**src/rtl/dram_cmd_chooser_pkg.sv**
```systemverilog
package dram_cmd_chooser_pkg;

  // Width of a lane index for a given lane count (at least one bit).
  function automatic int idx_width(int lanes);
    return (lanes > 1) ? $clog2(lanes) : 1;
  endfunction

endpackage

```
**src/rtl/dcc_eligible.sv**
```systemverilog
module dcc_eligible #(
  parameter int N_REQ = 8
) (
  input  logic [N_REQ-1:0] valid_i,
  input  logic [N_REQ-1:0] is_rd_i,
  input  logic [N_REQ-1:0] is_wr_i,
  input  logic             want_rd_i,
  input  logic             want_wr_i,
  output logic [N_REQ-1:0] elig_o
);

  // A lane may compete when it is valid and its type matches a wish.
  for (genvar g = 0; g < N_REQ; g++) begin : g_lane
    assign elig_o[g] = valid_i[g] & ((is_rd_i[g] & want_rd_i) | (is_wr_i[g] & want_wr_i));
  end

endmodule

```
**src/rtl/dcc_rr_pointer.sv**
```systemverilog
module dcc_rr_pointer #(
  parameter int N_REQ = 8,
  parameter int GW    = 3
) (
  input  logic             clk,
  input  logic             rst_n,
  input  logic [N_REQ-1:0] elig_i,
  input  logic             cmd_ready_i,
  output logic [GW-1:0]    grant_o,
  output logic             cur_valid_o
);

  logic [GW-1:0] grant_q;
  logic [GW-1:0] grant_d;
  logic [GW-1:0] pick_d;
  logic          found_d;
  logic          adv_en;

  assign cur_valid_o = elig_i[grant_q];
  assign grant_o     = grant_q;

  // Rotating search: lane after the grant first, the grant itself last.
  always_comb begin
    logic [GW-1:0] idx_v;
    found_d = 1'b0;
    pick_d  = grant_q;
    idx_v   = '0;
    for (int k = 1; k <= N_REQ; k++) begin
      idx_v = GW'((int'(grant_q) + k) % N_REQ);
      if (!found_d && elig_i[idx_v]) begin
        found_d = 1'b1;
        pick_d  = idx_v;
      end
    end
  end

  // Clock enable: move when the choice is idle or has just been taken.
  assign adv_en = found_d & (cmd_ready_i | ~cur_valid_o);

  always_comb begin
    grant_d = grant_q;
    if (adv_en) grant_d = pick_d;
  end

  always_ff @(posedge clk or negedge rst_n) begin
    if (!rst_n) grant_q <= '0;
    else        grant_q <= grant_d;
  end

  // a stalled command keeps its grant.
  p_hold_on_stall_r9: assert property (@(posedge clk) disable iff (!rst_n)
    (cur_valid_o && !cmd_ready_i) |=> $stable(grant_q));

  // an accepted command with a rival eligible lane moves the grant.
  p_rotate_on_accept_r8: assert property (@(posedge clk) disable iff (!rst_n)
    (cur_valid_o && cmd_ready_i && ($countones(elig_i) > 1)) |=> (grant_q != $past(grant_q)));

endmodule

```
**src/rtl/dcc_field_mux.sv**
```systemverilog
module dcc_field_mux #(
  parameter int N_REQ  = 8,
  parameter int ADDR_W = 14,
  parameter int BANK_W = 3,
  parameter int GW     = 3
) (
  input  logic [GW-1:0]           grant_i,
  input  logic [N_REQ*ADDR_W-1:0] addr_i,
  input  logic [N_REQ*BANK_W-1:0] bank_i,
  input  logic [N_REQ-1:0]        is_rd_i,
  input  logic [N_REQ-1:0]        is_wr_i,
  output logic [ADDR_W-1:0]       addr_o,
  output logic [BANK_W-1:0]       bank_o,
  output logic                    is_rd_o,
  output logic                    is_wr_o
);

  always_comb begin
    addr_o  = addr_i[int'(grant_i)*ADDR_W +: ADDR_W];
    bank_o  = bank_i[int'(grant_i)*BANK_W +: BANK_W];
    is_rd_o = is_rd_i[grant_i];
    is_wr_o = is_wr_i[grant_i];
  end

endmodule

```
**src/rtl/dram_cmd_chooser.sv**
```systemverilog
module dram_cmd_chooser
  import dram_cmd_chooser_pkg::*;
#(
  parameter int N_REQ  = 8,
  parameter int ADDR_W = 14,
  parameter int BANK_W = 3
) (
  input  logic                    clk,
  input  logic                    rst_n,
  input  logic                    want_rd_i,
  input  logic                    want_wr_i,
  input  logic [N_REQ-1:0]        req_valid_i,
  input  logic [N_REQ-1:0]        req_is_rd_i,
  input  logic [N_REQ-1:0]        req_is_wr_i,
  input  logic [N_REQ*ADDR_W-1:0] req_addr_i,
  input  logic [N_REQ*BANK_W-1:0] req_bank_i,
  output logic [N_REQ-1:0]        req_ready_o,
  output logic                    cmd_valid_o,
  input  logic                    cmd_ready_i,
  output logic [ADDR_W-1:0]       cmd_addr_o,
  output logic [BANK_W-1:0]       cmd_bank_o,
  output logic                    cmd_is_rd_o,
  output logic                    cmd_is_wr_o,
  output logic                    pick_is_rd_o,
  output logic                    pick_is_wr_o
);

  localparam int GW = idx_width(N_REQ);

  logic [N_REQ-1:0] elig;
  logic [GW-1:0]    grant;
  logic             cur_valid;

  dcc_eligible #(.N_REQ(N_REQ)) u_elig (
    .valid_i   (req_valid_i),
    .is_rd_i   (req_is_rd_i),
    .is_wr_i   (req_is_wr_i),
    .want_rd_i (want_rd_i),
    .want_wr_i (want_wr_i),
    .elig_o    (elig)
  );

  dcc_rr_pointer #(.N_REQ(N_REQ), .GW(GW)) u_ptr (
    .clk         (clk),
    .rst_n       (rst_n),
    .elig_i      (elig),
    .cmd_ready_i (cmd_ready_i),
    .grant_o     (grant),
    .cur_valid_o (cur_valid)
  );

  dcc_field_mux #(.N_REQ(N_REQ), .ADDR_W(ADDR_W), .BANK_W(BANK_W), .GW(GW)) u_mux (
    .grant_i (grant),
    .addr_i  (req_addr_i),
    .bank_i  (req_bank_i),
    .is_rd_i (req_is_rd_i),
    .is_wr_i (req_is_wr_i),
    .addr_o  (cmd_addr_o),
    .bank_o  (cmd_bank_o),
    .is_rd_o (cmd_is_rd_o),
    .is_wr_o (cmd_is_wr_o)
  );

  assign cmd_valid_o = cur_valid;

  // Ready goes back only to the granted lane during a handshake.
  for (genvar g = 0; g < N_REQ; g++) begin : g_ready
    assign req_ready_o[g] = cmd_ready_i & cur_valid & (grant == GW'(g));
  end

  assign pick_is_wr_o = cur_valid & want_wr_i & cmd_is_wr_o;
  assign pick_is_rd_o = cur_valid & want_rd_i & cmd_is_rd_o;

  // a presented command always comes from a valid lane.
  p_from_valid_lane_r2: assert property (@(posedge clk) disable iff (!rst_n)
    cmd_valid_o |-> req_valid_i[grant]);

  // write-only mode presents writes only.
  p_write_mode_r3: assert property (@(posedge clk) disable iff (!rst_n)
    (cmd_valid_o && want_wr_i && !want_rd_i) |-> cmd_is_wr_o);

  // read-only mode presents reads only.
  p_read_mode_r4: assert property (@(posedge clk) disable iff (!rst_n)
    (cmd_valid_o && want_rd_i && !want_wr_i) |-> cmd_is_rd_o);

  // with no wish, nothing is offered.
  p_no_wish_idle_r6: assert property (@(posedge clk) disable iff (!rst_n)
    (!want_rd_i && !want_wr_i) |-> (!cmd_valid_o && (req_ready_o == '0)));

  // at most one lane ready, and only during a handshake.
  p_ready_onehot_r10: assert property (@(posedge clk) disable iff (!rst_n)
    $onehot0(req_ready_o));
  p_ready_needs_hs_r10: assert property (@(posedge clk) disable iff (!rst_n)
    (req_ready_o != '0) |-> (cmd_ready_i && cmd_valid_o));

endmodule

```
**config.mk**
```make
export PLATFORM = sky130hd
export DESIGN_NAME = dram_cmd_chooser
export DESIGN_NICKNAME = d
export VERILOG_FILES = /design/src/rtl/dram_cmd_chooser_pkg.sv /design/src/rtl/dcc_eligible.sv /design/src/rtl/dcc_rr_pointer.sv /design/src/rtl/dcc_field_mux.sv /design/src/rtl/dram_cmd_chooser.sv
export SDC_FILE = /design/constraint.sdc
export NUM_CORES = 1
export LEC_CHECK = 0
export BUFFER_PORTS_ARGS = -buffer_cell sky130_fd_sc_hd__buf_2
export CAP_MARGIN = 40
export CORE_ASPECT_RATIO = 0.5
export CORE_MARGIN = 10
export CORE_UTILIZATION = 41
export DETAILED_ROUTE_END_ITERATION = 16
export PLACE_DENSITY_LB_ADDON = 0.12
export SKIP_LAST_GASP = 1
export SLEW_MARGIN = 30
export SYNTH_ARGS = -nofsm -noshare
export SYNTH_HDL_FRONTEND = slang
export SYNTH_SLANG_ARGS = --single-unit
```
**constraint.sdc**
```tcl
create_clock -name clk -period 4.1 [get_ports clk]
set_input_delay 0.41 -clock clk [delete_from_list [all_inputs] [get_ports clk]]
set_output_delay 0.41 -clock clk [all_outputs]
set_load 0.01 [all_outputs]
```
## Word-level counts from Yosys, hierarchy flattened

Cells that the tools add are included.

- Logic and storage cells: 132
- Register bits after elaboration: 3
- Output and inout bits: 30
- Input bits: 165

- Add/subtract/negate cells: 8
- Reduce and logical (&&, ||, !) cells: 17
- Bitwise operators: 48
- Multipliers: 2
- Equal/unequal tests: 7
- Muxes and demuxes: 38
- Shift operators: 2
- $lt $le $gt $ge: 9

Operators with widths:

| operator | number |
|---|---|
| 112-bit by 32-bit variable part select with 14-bit output | 1 |
| 1-bit bitwise AND | 38 |
| 3-bit by 4-bit less-than comparator with 1-bit output, second input constant | 9 |
| 1-bit binary-select mux with 3-bit select | 11 |
| 24-bit by 32-bit variable part select with 3-bit output | 1 |
| 3-bit two-way mux | 8 |
| 1-bit two-way mux | 19 |
| 3-bit adder, second input constant | 4 |
| 3-bit equality test, second input constant | 4 |
| 1-bit OR | 9 |
| 8-bit nonzero test | 1 |
| 1-bit logical AND | 7 |
| 1-bit logical NOT | 7 |
| 3-bit by 1-bit adder with 3-bit output, second input constant | 2 |
| 3-bit by 2-bit adder with 3-bit output, second input constant | 2 |
| 3-bit by 2-bit equality test with 1-bit output, second input constant | 2 |
| 3-bit by 3-bit multiplier with 6-bit output, second input constant | 1 |
| 3-bit by 2-bit multiplier with 5-bit output, second input constant | 1 |
| 3-bit by 1-bit equality test with 1-bit output, second input constant | 1 |
| 3-bit logical NOT | 1 |
| 2-bit AND reduction | 1 |
| 1-bit inverter | 1 |

## Logic depth before layout (Yosys ltp)

Gate-level depths: netlist of the first run.

- Depth after elaboration: 29
- Mapped depth: 13
- Depth with buffers taken out: 10

## Modules after synthesis

A second synthesis of the first run with hierarchy kept.

- Cell total of the unflattened synthesis: 199
- Area, all modules: 2492.4 µm²

By module, submodules not included:

| module | seq. area each (µm²) | times used | cells an instance | area each (µm²) |
|---|---|---|---|---|
| dcc_field_mux | 0.0 | 1 | 67 | 1256.2 |
| dcc_rr_pointer | 75.1 | 1 | 99 | 1021.0 |
| dcc_eligible | 0.0 | 1 | 18 | 133.9 |
| dram_cmd_chooser | 0.0 | 1 | 15 | 81.3 |

## Worst setup path after synthesis of the first run

Ideal clock, no wire load.

- Path kind: reg-to-reg
- From: register u_ptr.grant_q[1], in the netlist u_ptr.grant_o[1]
- To: register u_ptr.grant_q[2], in the netlist u_ptr.grant_o[2]
- Setup slack: 0.418 ns
- Clock period less this slack: 3.682 ns
- Library setup time: 0.125 ns
- Data required time: 3.975 ns
- Arrival time: 3.557 ns
- Path buffers: 3
- Cell stages (with the launch flop): 12
- Cell sequence: dfrtp_1 -> inv_1 -> clkbuf_1 -> ha_1 -> clkbuf_2 -> nand2_1 -> o32ai_2 -> mux4_2 -> or4_1 -> buf_2 -> o41a_1 -> mux2_4

- Longest elaborated chain between the ends: 27
- Elaborated cells between the ends (all ways): 61
- Those cells by class: add/sub: 8; mux: 34; bitwise: 3; reduce/logical: 16

Ends and longest elaborated chain:

| element | RTL line | text |
|---|---|---|
| start, declared | dcc_rr_pointer.sv:13 | `logic [GW-1:0] grant_q;` |
| start signal, assigned | dcc_rr_pointer.sv:47 | `else grant_q <= grant_d;` |
| 3-bit by 1-bit adder with 3-bit output | dcc_rr_pointer.sv:29 | `idx_v = GW'((int'(grant_q) + k) % N_REQ);` |
| 1-bit binary-select mux with 3-bit select | dcc_rr_pointer.sv:30 | `if (!found_d && elig_i[idx_v]) begin` |
| 1-bit two-way mux (not written as such) | dcc_rr_pointer.sv:30 |  |
| 1-bit two-way mux | dcc_rr_pointer.sv:30 |  |
| 1-bit logical NOT | dcc_rr_pointer.sv:30 |  |
| 1-bit logical AND | dcc_rr_pointer.sv:30 |  |
| 1-bit two-way mux | dcc_rr_pointer.sv:30 |  |
| 1-bit logical NOT | dcc_rr_pointer.sv:30 |  |
| [... 11 more ...] | - |  |
| 1-bit logical NOT | dcc_rr_pointer.sv:30 |  |
| 1-bit logical AND | dcc_rr_pointer.sv:30 |  |
| 1-bit two-way mux | dcc_rr_pointer.sv:30 |  |
| 1-bit logical NOT | dcc_rr_pointer.sv:30 |  |
| 1-bit logical AND | dcc_rr_pointer.sv:30 |  |
| 1-bit two-way mux | dcc_rr_pointer.sv:30 |  |
| 1-bit bitwise AND | dcc_rr_pointer.sv:38 | `assign adv_en = found_d & (cmd_ready_i \| ~cur_valid_o);` |
| 2-bit AND reduction (no source line) | - |  |

Parallel ways exist; a longest one is shown, timed or not. The select of a mux whose other input is x is not followed.
A chain may end at the register's enable or synchronous reset.

## Final worst setup path of the first run

Ends and elaborated chain as after synthesis.

==> results of run 1 <==
cells in the final DEF (no fill, tap or decap), drive strengths merged, types with 2 or more instances in the layout:
cell type,n
a21oi,5
a22oi,8
a31oi,2
and3,10
buf,200
clkbuf,4
dfrtp,3
ha,8
inv,14
mux2,2
mux2i,3
mux4,44
nand2,76
nand2b,4
nand3,2
nor2,6
nor3,5
o21ai,3
o22ai,7
o31ai,2
o32a,4
o32ai,12
xnor2,3
through the flow:
| stage | utilization, % | hold slack [ns] | area [µm²] |
|---|---|---|---|
| 2_1_floorplan | - | 0.1144 | 2437 |
| 3_3_place_gp | 61.49 | 0.2074 | 3450 |
| 3_5_place_dp | 61.49 | 0.2074 | 3450 |
| 4_1_cts | 63.07 | 0.5257 | 3538 |
| 5_1_grt | 63.07 | 0.5590 | 3538 |
| 6_report | 63.07 | 0.5492 | 3538 |
logic make-up after synthesis:
kind of cell               after synthesis  share of synthesized area (%)
xor gates and xnor gates                 4                          1.438
AOI/OAI and AO/OA                       57                          23.15
and+or+nand+nor                        107                          19.10
DFF                                      3                          3.080
adders and majority gates                8                          4.107
muxes                                   49                          42.97
buffers and inverters                   35                          6.160
layer usage:
layer | part of all wire (%) | up-vias
met3 | 7.7 | 26
met2 | 54 | 174
met1 | 36 | 1522
met5 | 0.10 | -
li1 | - | 1413
met4 | 2.3 | 2
worst reg2reg max path: stages, from the launching register on:
cell	delay (ns)
dfrtp_1	0.36
inv_1	0.09
ha_1	0.70
o32ai_1	0.28
mux4_2	0.57
or4_1	0.67
nor3_2	0.26
a21boi_0	0.21
o31ai_1	0.11
mux2_4	0.28
layout make-up:
| type | instances | area share, % |
|---|---|---|
| Sequential cell | 3 | 2.192 |
| Tap cell | 73 | 2.581 |
| Timing Repair Buffer | 201 | 29.00 |
| Multi-Input combinational cell | 225 | 62.52 |
| Clock buffer | 4 | 2.228 |
| Inverter | 14 | 1.485 |
report_power, final:
group | total, mW | internal (mW) | switching, mW
Sequential | 0.0696 | 0.0545 | 0.0151
Clock | 0.154 | 0.128 | 0.0257
Combinational | 2.47 | 1.14 | 1.34
Total | 2.70 | 1.32 | 1.38
synthesized netlist by cell type (all sizes together) (2+ instances only):
cell and instances:
o31ai 2, clkbuf 12, buf 9, nand3 2, o21ai 3, and3 10, o32ai 12, ha 8
a22oi 8, o32a 4, mux2i 3, a21oi 5, dfrtp 3, nand2b 4, inv 14, mux2 2
nor2 6, o22ai 7, xnor2 3, a31oi 2, nor3 5, nand2 76, mux4 44
path summary, 6_finish.rpt:
check / endpoint / start / slack, ns / depth (start not counted)
min in group clk: u_ptr.grant_o[1] / cmd_ready_i / 0.58 / 3
max in group asynchronous: u_ptr.grant_o[0] / rst_n / 3.43 / 2
worst min register to register: u_ptr.grant_o[1] / u_ptr.grant_o[1] / 0.90 / 3
worst max-delay path: u_ptr.grant_o[2] / u_ptr.grant_o[1] / 0.47 / 9
worst max register to register: u_ptr.grant_o[2] / u_ptr.grant_o[1] / 0.47 / 9
worst min-delay path: u_ptr.grant_o[2] / rst_n / 0.55 / 2
what timing repair did:
action | 4_1_cts | 5_1_grt
setup endpoints to repair | 0 | 0
hold endpoints to repair | 3 | 0
hold buffers | 1 | 0
==> out/metrics.cfg, run 1 <==
[outcome]
outcome=complete, no violations

[finish]
syn2layout_area_growth_pct=45.17
seq_area_um2=77.57
largest_reg_flops=3
antenna_cells=0
fin_cells=520
fill_cells=497
drive_above_1_share_pct=59.06
fin_nets=621
multi_input_area_mm2=0.002212

[clocking]
cts.path.max_buffers=2
cts_num_sinks=3
clk_pin_slew_ns=0.03
cts_max_level=1
cts_tree=done
root_buffer=clkbuf_16
cts-resized-gates=0
worstSkewPairLatency_ns=0.22
cts_buffers=3
cts_setup_buffers=0

[timing]
fin_crit_sh_pct=88.58
maxSlewHeadroom_pct=52.26
finalHoldViolCount=0
tightestPinTransition_ns=0.7139
setup_viol=0
tns_ns=0
min_period_ns=3.632
max_freq_mhz=275.4
timing.final.ws_setup_ns=0.4683
fin_skew_ns=0.0004633
slew_violations=0
rsz0062_at_grt=false

[setup_path]
slowest_stage=ha_1
cpLargestDelayFamily=simple AND/OR/NAND/NOR gates
end_kind=flop
cp.required_ns=4.20
critPathLaunchType=flop
worstPathMaxFanout=21
cp.arrival_ns=3.73
path_buf_inv=1
critical_path_class=flop to flop
path_cells=inv_1 -> ha_1 -> o32ai_1 -> mux4_2 -> or4_1 -> nor3_2 -> a21boi_0 -> o31ai_1 -> mux2_4
max_stage_delay_ns=0.69

[power]
irDropWorstVdd_uv=581.4
power.total_mw=2.699
powerDensity_mw_per_mm2=762.7
p_leak_nw=1.846

[synth]
synth-main-ff-cell=dfrtp_1
synth.largest_area_cell=mux4_2
synth.distinct_cells=50
avgSynthCellArea_um2=9.267
seq_area_frac_synth_pct=3.080
syn-cell-area_mm2=0.002437
synth-edff-count=0
synth.net_count=436
synth-seq-cells=3
synthCells=263
synthArstFlopShare_pct=100.0
yosysWarnings=0
netlist_top_cells_area=mux4_2, nand2_1, a22oi_4, ha_1, o32ai_1
synth_top_area_share_pct=40.66

[die]
die_x_um=129.0
core_mm2=0.005610
ioPinCount=195
start_util_pct=43.44
rows=19
dieArea_mm2=0.009616
die_y_um=74.52

[place]
dp_cells=515
globalplace.congestion=0.9154
dp_hpwl_um=9959
place_ws_ns=0.5743
numPortBuffers=194

[drt]
routedWlPerCell_um=22.69
wirelength_um=11800
first_pass_iters=5
vias_per_cell=6.033
vias=3137
ant_nets=0
drc=0
dr.first_iter.drc_count=330

[grt]
grt_pass1_wl_um=17640
gr-total-overflow=0
antenna_found_initial=1
top_usage_layer=met2
grt_pass1_vias=3113
grt_start_max_net_pins=46
grt_use_met1_pct=25.64
grtUsageMet3_pct=4.610
use_met2_pct=45.23
grt_use_total_pct=23.14

[flow_run]
maxCapViolations=0

[worst_hold_path]
hold_class=primary input to async pin

Note: power is estimated with default switching activity, not from simulation.
==> run 2, diff against run 1 <==
- REMOVE_ABC_BUFFERS: unset -> 1
==> run 2 against run 1 <==
  * Sequential cell count stayed put
  * Largest cell class unchanged
  * Critical path depth stayed put
  * Sequential power is 8.3% lower
  * Final cell count stayed put
  * Critical path type unchanged
==> out/metrics.cfg, run 2 (synthesis results as in run 1) <==
[drt]
dr.first_iter.drc_count=165
routedWlPerCell_um=20.78
ant_nets=0
vias=3058
drc=0
vias_per_cell=5.881
wirelength_um=10810
first_pass_iters=4

[grt]
grt_pass1_wl_um=16200
grt_start_max_net_pins=47
grt_use_total_pct=20.86
gr-total-overflow=0
grt_pass1_vias=3235
antenna_found_initial=0

[clocking]
hold_buffers=1
cts_max_level=1
clk_pin_slew_ns=0.03
cts_buffers=3
cts_tree=done
root_buffer=clkbuf_16
cts_num_sinks=3
worstSkewPairLatency_ns=0.22
cts-resized-gates=0
cts_setup_buffers=0
cts.path.max_buffers=2

[place]
globalplace.congestion=0.9484
dp_hpwl_um=9182
placedInstanceArea_mm2=0.003450
numPortBuffers=194
place_ws_ns=0.5737
dp_cells=515

[timing]
fin_skew_ns=0.0006867
max_freq_mhz=279.6
min_period_ns=3.577
timing.final.ws_setup_ns=0.5232
maxSlewHeadroom_pct=52.77
tns_ns=0
setup_viol=0
tightestPinTransition_ns=0.7059
slew_violations=0
rsz0062_at_grt=false
finalHoldViolCount=0
fin_crit_sh_pct=87.24

[finish]
syn2layout_area_growth_pct=45.17
drive_above_1_share_pct=59.06
fill_cells=470
fin_nets=621
fin_cells=520
stdcell_area_mm2=0.003538
largest_reg_flops=3
antenna_cells=0
final_common_cell=buf_2
mostFrequentLayoutCells=buf_2, nand2_1, mux4_2

[die]
die_x_um=129.0
rows=19
ioPinCount=195
core_mm2=0.005610
dieArea_mm2=0.009616
die_y_um=74.52
start_util_pct=43.44

[power]
p_leak_nw=1.846
irDropWorstVdd_uv=466.2
powerDensity_mw_per_mm2=755.7

[setup_path]
worstPathMaxFanout=21
cp.required_ns=4.20
r2r_cells=9
r2r_end=u_ptr.grant_o[2]
end_kind=flop
critPathLaunchType=flop
cp.arrival_ns=3.68
critical_path_class=flop to flop
r2r_slack_ns=0.52
reg2reg_from=u_ptr.grant_o[1]

[worst_hold_path]
hold_class=primary input to async pin

[flow_run]
maxCapViolations=0

[outcome]
outcome=complete, no violations

[run 2: cell counts in the layout (fill, tap and decap cells not counted)]
Identical to the previous run, type by type.
[run 2: report_power, final]
group / switching, mW / leakage [nW] / internal [mW]
Sequential: 0.00933 / 0.0334 / 0.0544
Combinational: 1.32 / 1.77 / 1.13
Clock: 0.0254 / 0.0382 / 0.128
[run 2: final cells by class]
cell class / instances / area, µm² / area share [%]
Inverter: 14 / 52.55 / 1.485
Clock buffer: 4 / 78.83 / 2.228
Tap cell: 73 / 91.34 / 2.581
Timing Repair Buffer: 201 / 1026 / 29.00
Sequential cell: 3 / 77.57 / 2.192
Multi-Input combinational cell: 225 / 2212 / 62.52
[run 2: through the flow]
| stage | hold slack, ns | total power [mW] | util (%) |
|---|---|---|---|
| 2_1_floorplan | 0.1144 | 1.857 | - |
| 3_3_place_gp | 0.2094 | 2.476 | 61.49 |
| 3_5_place_dp | 0.2083 | 2.505 | 61.49 |
| 4_1_cts | 0.5137 | 2.670 | 63.07 |
| 5_1_grt | 0.5217 | 2.924 | 63.07 |
| 6_report | 0.5108 | 2.674 | 63.07 |
[run 2: worst max-delay path by stage]
| stage | endpoint | from |
|---|---|---|
| after floorplan | u_ptr.grant_o[2] | u_ptr.grant_o[0] |
| after global placement | u_ptr.grant_o[2] | u_ptr.grant_o[0] |
| after detailed placement | u_ptr.grant_o[2] | u_ptr.grant_o[1] |
| after CTS | u_ptr.grant_o[2] | u_ptr.grant_o[1] |
| after global routing | u_ptr.grant_o[2] | u_ptr.grant_o[0] |
| final | u_ptr.grant_o[2] | u_ptr.grant_o[1] |
[run 2: critical path, stage by stage, from the launching register on]
cell,delay (ns)
dfrtp_1,0.35
inv_1,0.06
ha_1,0.67
o32ai_1,0.28
mux4_2,0.57
or4_1,0.68
nor3_2,0.25
a21boi_0,0.20
o31ai_1,0.11
mux2_4,0.27
[run 2: routing by layer]
layer / routed length (µm) / part of all wire (%) / GRT usage (%)
met1: 3807 / 35 / 22.01
met2: 5842 / 54 / 40.85
met3: 938 / 8.7 / 6.170
met4: 216 / 2.0 / 4.631
met5: 0 / 0 / 0
==> run 3, diff against run 2 <==
- CORE_UTILIZATION: 41 -> 30
- CTS_BUF_LIST: unset -> sky130_fd_sc_hd__clkbuf_2
- GPL_TIMING_DRIVEN: unset -> 0
==> run 3 against run 2 <==
  * Cell area is 1.4% higher
  * Worst setup slack worse by 0.26 ns
  * Total power is 1.7% lower
  * Largest cell class unchanged
  * Combinational power is 5% lower
  * Die area is 28% higher
  * Largest power group unchanged
  * Fmax is 6.9% lower
  * Global-route usage is 5.0 points lower
  * Final cell count is 7.5% higher
  * Critical endpoint unchanged
==> out/metrics.cfg, run 3 (synthesis results as in run 1) <==
[outcome]
outcome=complete, no violations

[setup_path]
r2r_slack_ns=0.26
reg2reg_from=u_ptr.grant_o[1]
critPathLaunchType=flop
end_kind=flop
r2r_cells=7
critPathLaunch=u_ptr.grant_o[1]
endpoint=u_ptr.grant_o[2]
critical_path_class=flop to flop
cp.arrival_ns=3.92
cp.required_ns=4.18
r2r_end=u_ptr.grant_o[2]
worstPathMaxFanout=34

[timing]
min_period_ns=3.842
tightestPinTransition_ns=0.6838
setup_viol=0
maxSlewHeadroom_pct=54.25
finalHoldViolCount=0
fin_skew_ns=0.003807
max_freq_mhz=260.3
fin_crit_sh_pct=93.70
tns_ns=0
rsz0062_at_grt=false
slew_violations=0

[drt]
first_pass_iters=4
ant_nets=0
drc=0
wirelength_um=10600
vias_per_cell=5.220
dr.first_iter.drc_count=137
routedWlPerCell_um=18.97
vias=2918

[grt]
antenna_found_initial=2
grt_use_total_pct=15.82
gr-total-overflow=0
grt_pass1_wl_um=16240
grt_pass1_vias=3072
grt_start_max_net_pins=48

[power]
power.total_mw=2.628
p_leak_nw=1.821
powerDensity_mw_per_mm2=732.6
irDropWorstVdd_uv=303.4

[finish]
largest_reg_flops=3
fill_cells=830
syn2layout_area_growth_pct=47.18
antenna_cells=0
stdcell_area_mm2=0.003587
drive_above_1_share_pct=60.18
fin_nets=621
final_common_cell=buf_2
fin_cells=559
mostFrequentLayoutCells=buf_2, nand2_1, mux4_2

[die]
die_x_um=147.5
core_mm2=0.007943
dieArea_mm2=0.01235
rows=23
die_y_um=83.74
ioPinCount=195
start_util_pct=30.69

[place]
dp_cells=549
numPortBuffers=194
globalplace.congestion=0.7924
dp_hpwl_um=8750
placedInstanceArea_mm2=0.003480

[clocking]
cts_buffers=3
clk_pin_slew_ns=0.04
cts_tree=done
root_buffer=clkbuf_2
worstSkewPairLatency_ns=0.20
cts.path.max_buffers=2
cts_max_level=1
cts_num_sinks=3

[flow_run]
maxCapViolations=0

[worst_hold_path]
hold_class=primary input to async pin

## run 3: cell count changes in the layout (fill, tap and decap cells not counted), sizes merged
cell / before / now
buf: 200 / 199
clkinvlp: 0 / 3
inv: 14 / 12
## run 3: repair_timing
item,in CTS,in global routing
pin swaps,0,0
endpoints found under the setup margin,3,2
resized for setup,4,1
hold buffers,1,0
endpoints found under the hold margin,3,0
cloned,1,0
setup buffers,1,3
## run 3: worst max-delay path, stage by stage (launching register included)
cell,delay [ns]
dfrtp_4,0.71
clkinvlp_4,0.24
ha_4,0.45
o32ai_1,0.22
mux4_2,0.57
or4_1,0.68
o41a_1,0.51
mux2_4,0.31
## run 3: layout make-up
class	count	area, µm²	share of cell area (%)
clock buffers	4	20.02	0.5581
inverters	14	60.06	1.674
multi-input cells	225	2225	62.02
flip-flops and latches	3	86.33	2.407
well taps	112	140.1	3.907
repair buffers	200	1051	29.30
repair inverters	1	5.005	0.1395
## run 3: stage by stage
step / setup WS, ns / util [%] / hold slack [ns]
2_1_floorplan: -1.410 / - / 0.1144
3_3_place_gp: -2.702 / 43.45 / 0.2072
3_5_place_dp: -0.7787 / 43.81 / 0.2066
4_1_cts: 0.1755 / 44.58 / 0.5228
5_1_grt: 0.005359 / 45.16 / 0.5245
6_report: 0.2584 / 45.16 / 0.5307
## run 3: where the power goes
part | leakage, nW | internal (mW) | switching [mW]
Combinational | 1.77 | 1.19 | 1.16
Sequential | 0.0326 | 0.0607 | 0.186
Clock | 0.0166 | 0.0257 | 0.0144
Total | 1.82 | 1.27 | 1.36
## run 3: how the worst min path moves through the flow
stage / end / cells past startpoint / slack, ns / startpoint
detailed placement: u_ptr.grant_o[0] / 1 / 0.21 / rst_n
floorplan: u_ptr.grant_o[0] / 0 / 0.11 / rst_n
global route: u_ptr.grant_o[1] / 2 / 0.52 / rst_n
CTS: u_ptr.grant_o[0] / 2 / 0.52 / rst_n
finish: u_ptr.grant_o[0] / 2 / 0.53 / rst_n
global placement: u_ptr.grant_o[0] / 1 / 0.21 / rst_n
## run 3: metal layers
| layer | up-vias | wire, µm | share of wire [%] | track usage [%] |
|---|---|---|---|---|
| met5 | - | 13 | 0.12 | 0 |
| met4 | 2 | 56 | 0.53 | 2.057 |
| met3 | 6 | 821 | 7.7 | 5.087 |
| met2 | 85 | 5723 | 54 | 30.50 |
| met1 | 1410 | 3988 | 38 | 16.77 |
| li1 | 1415 | - | - | - |
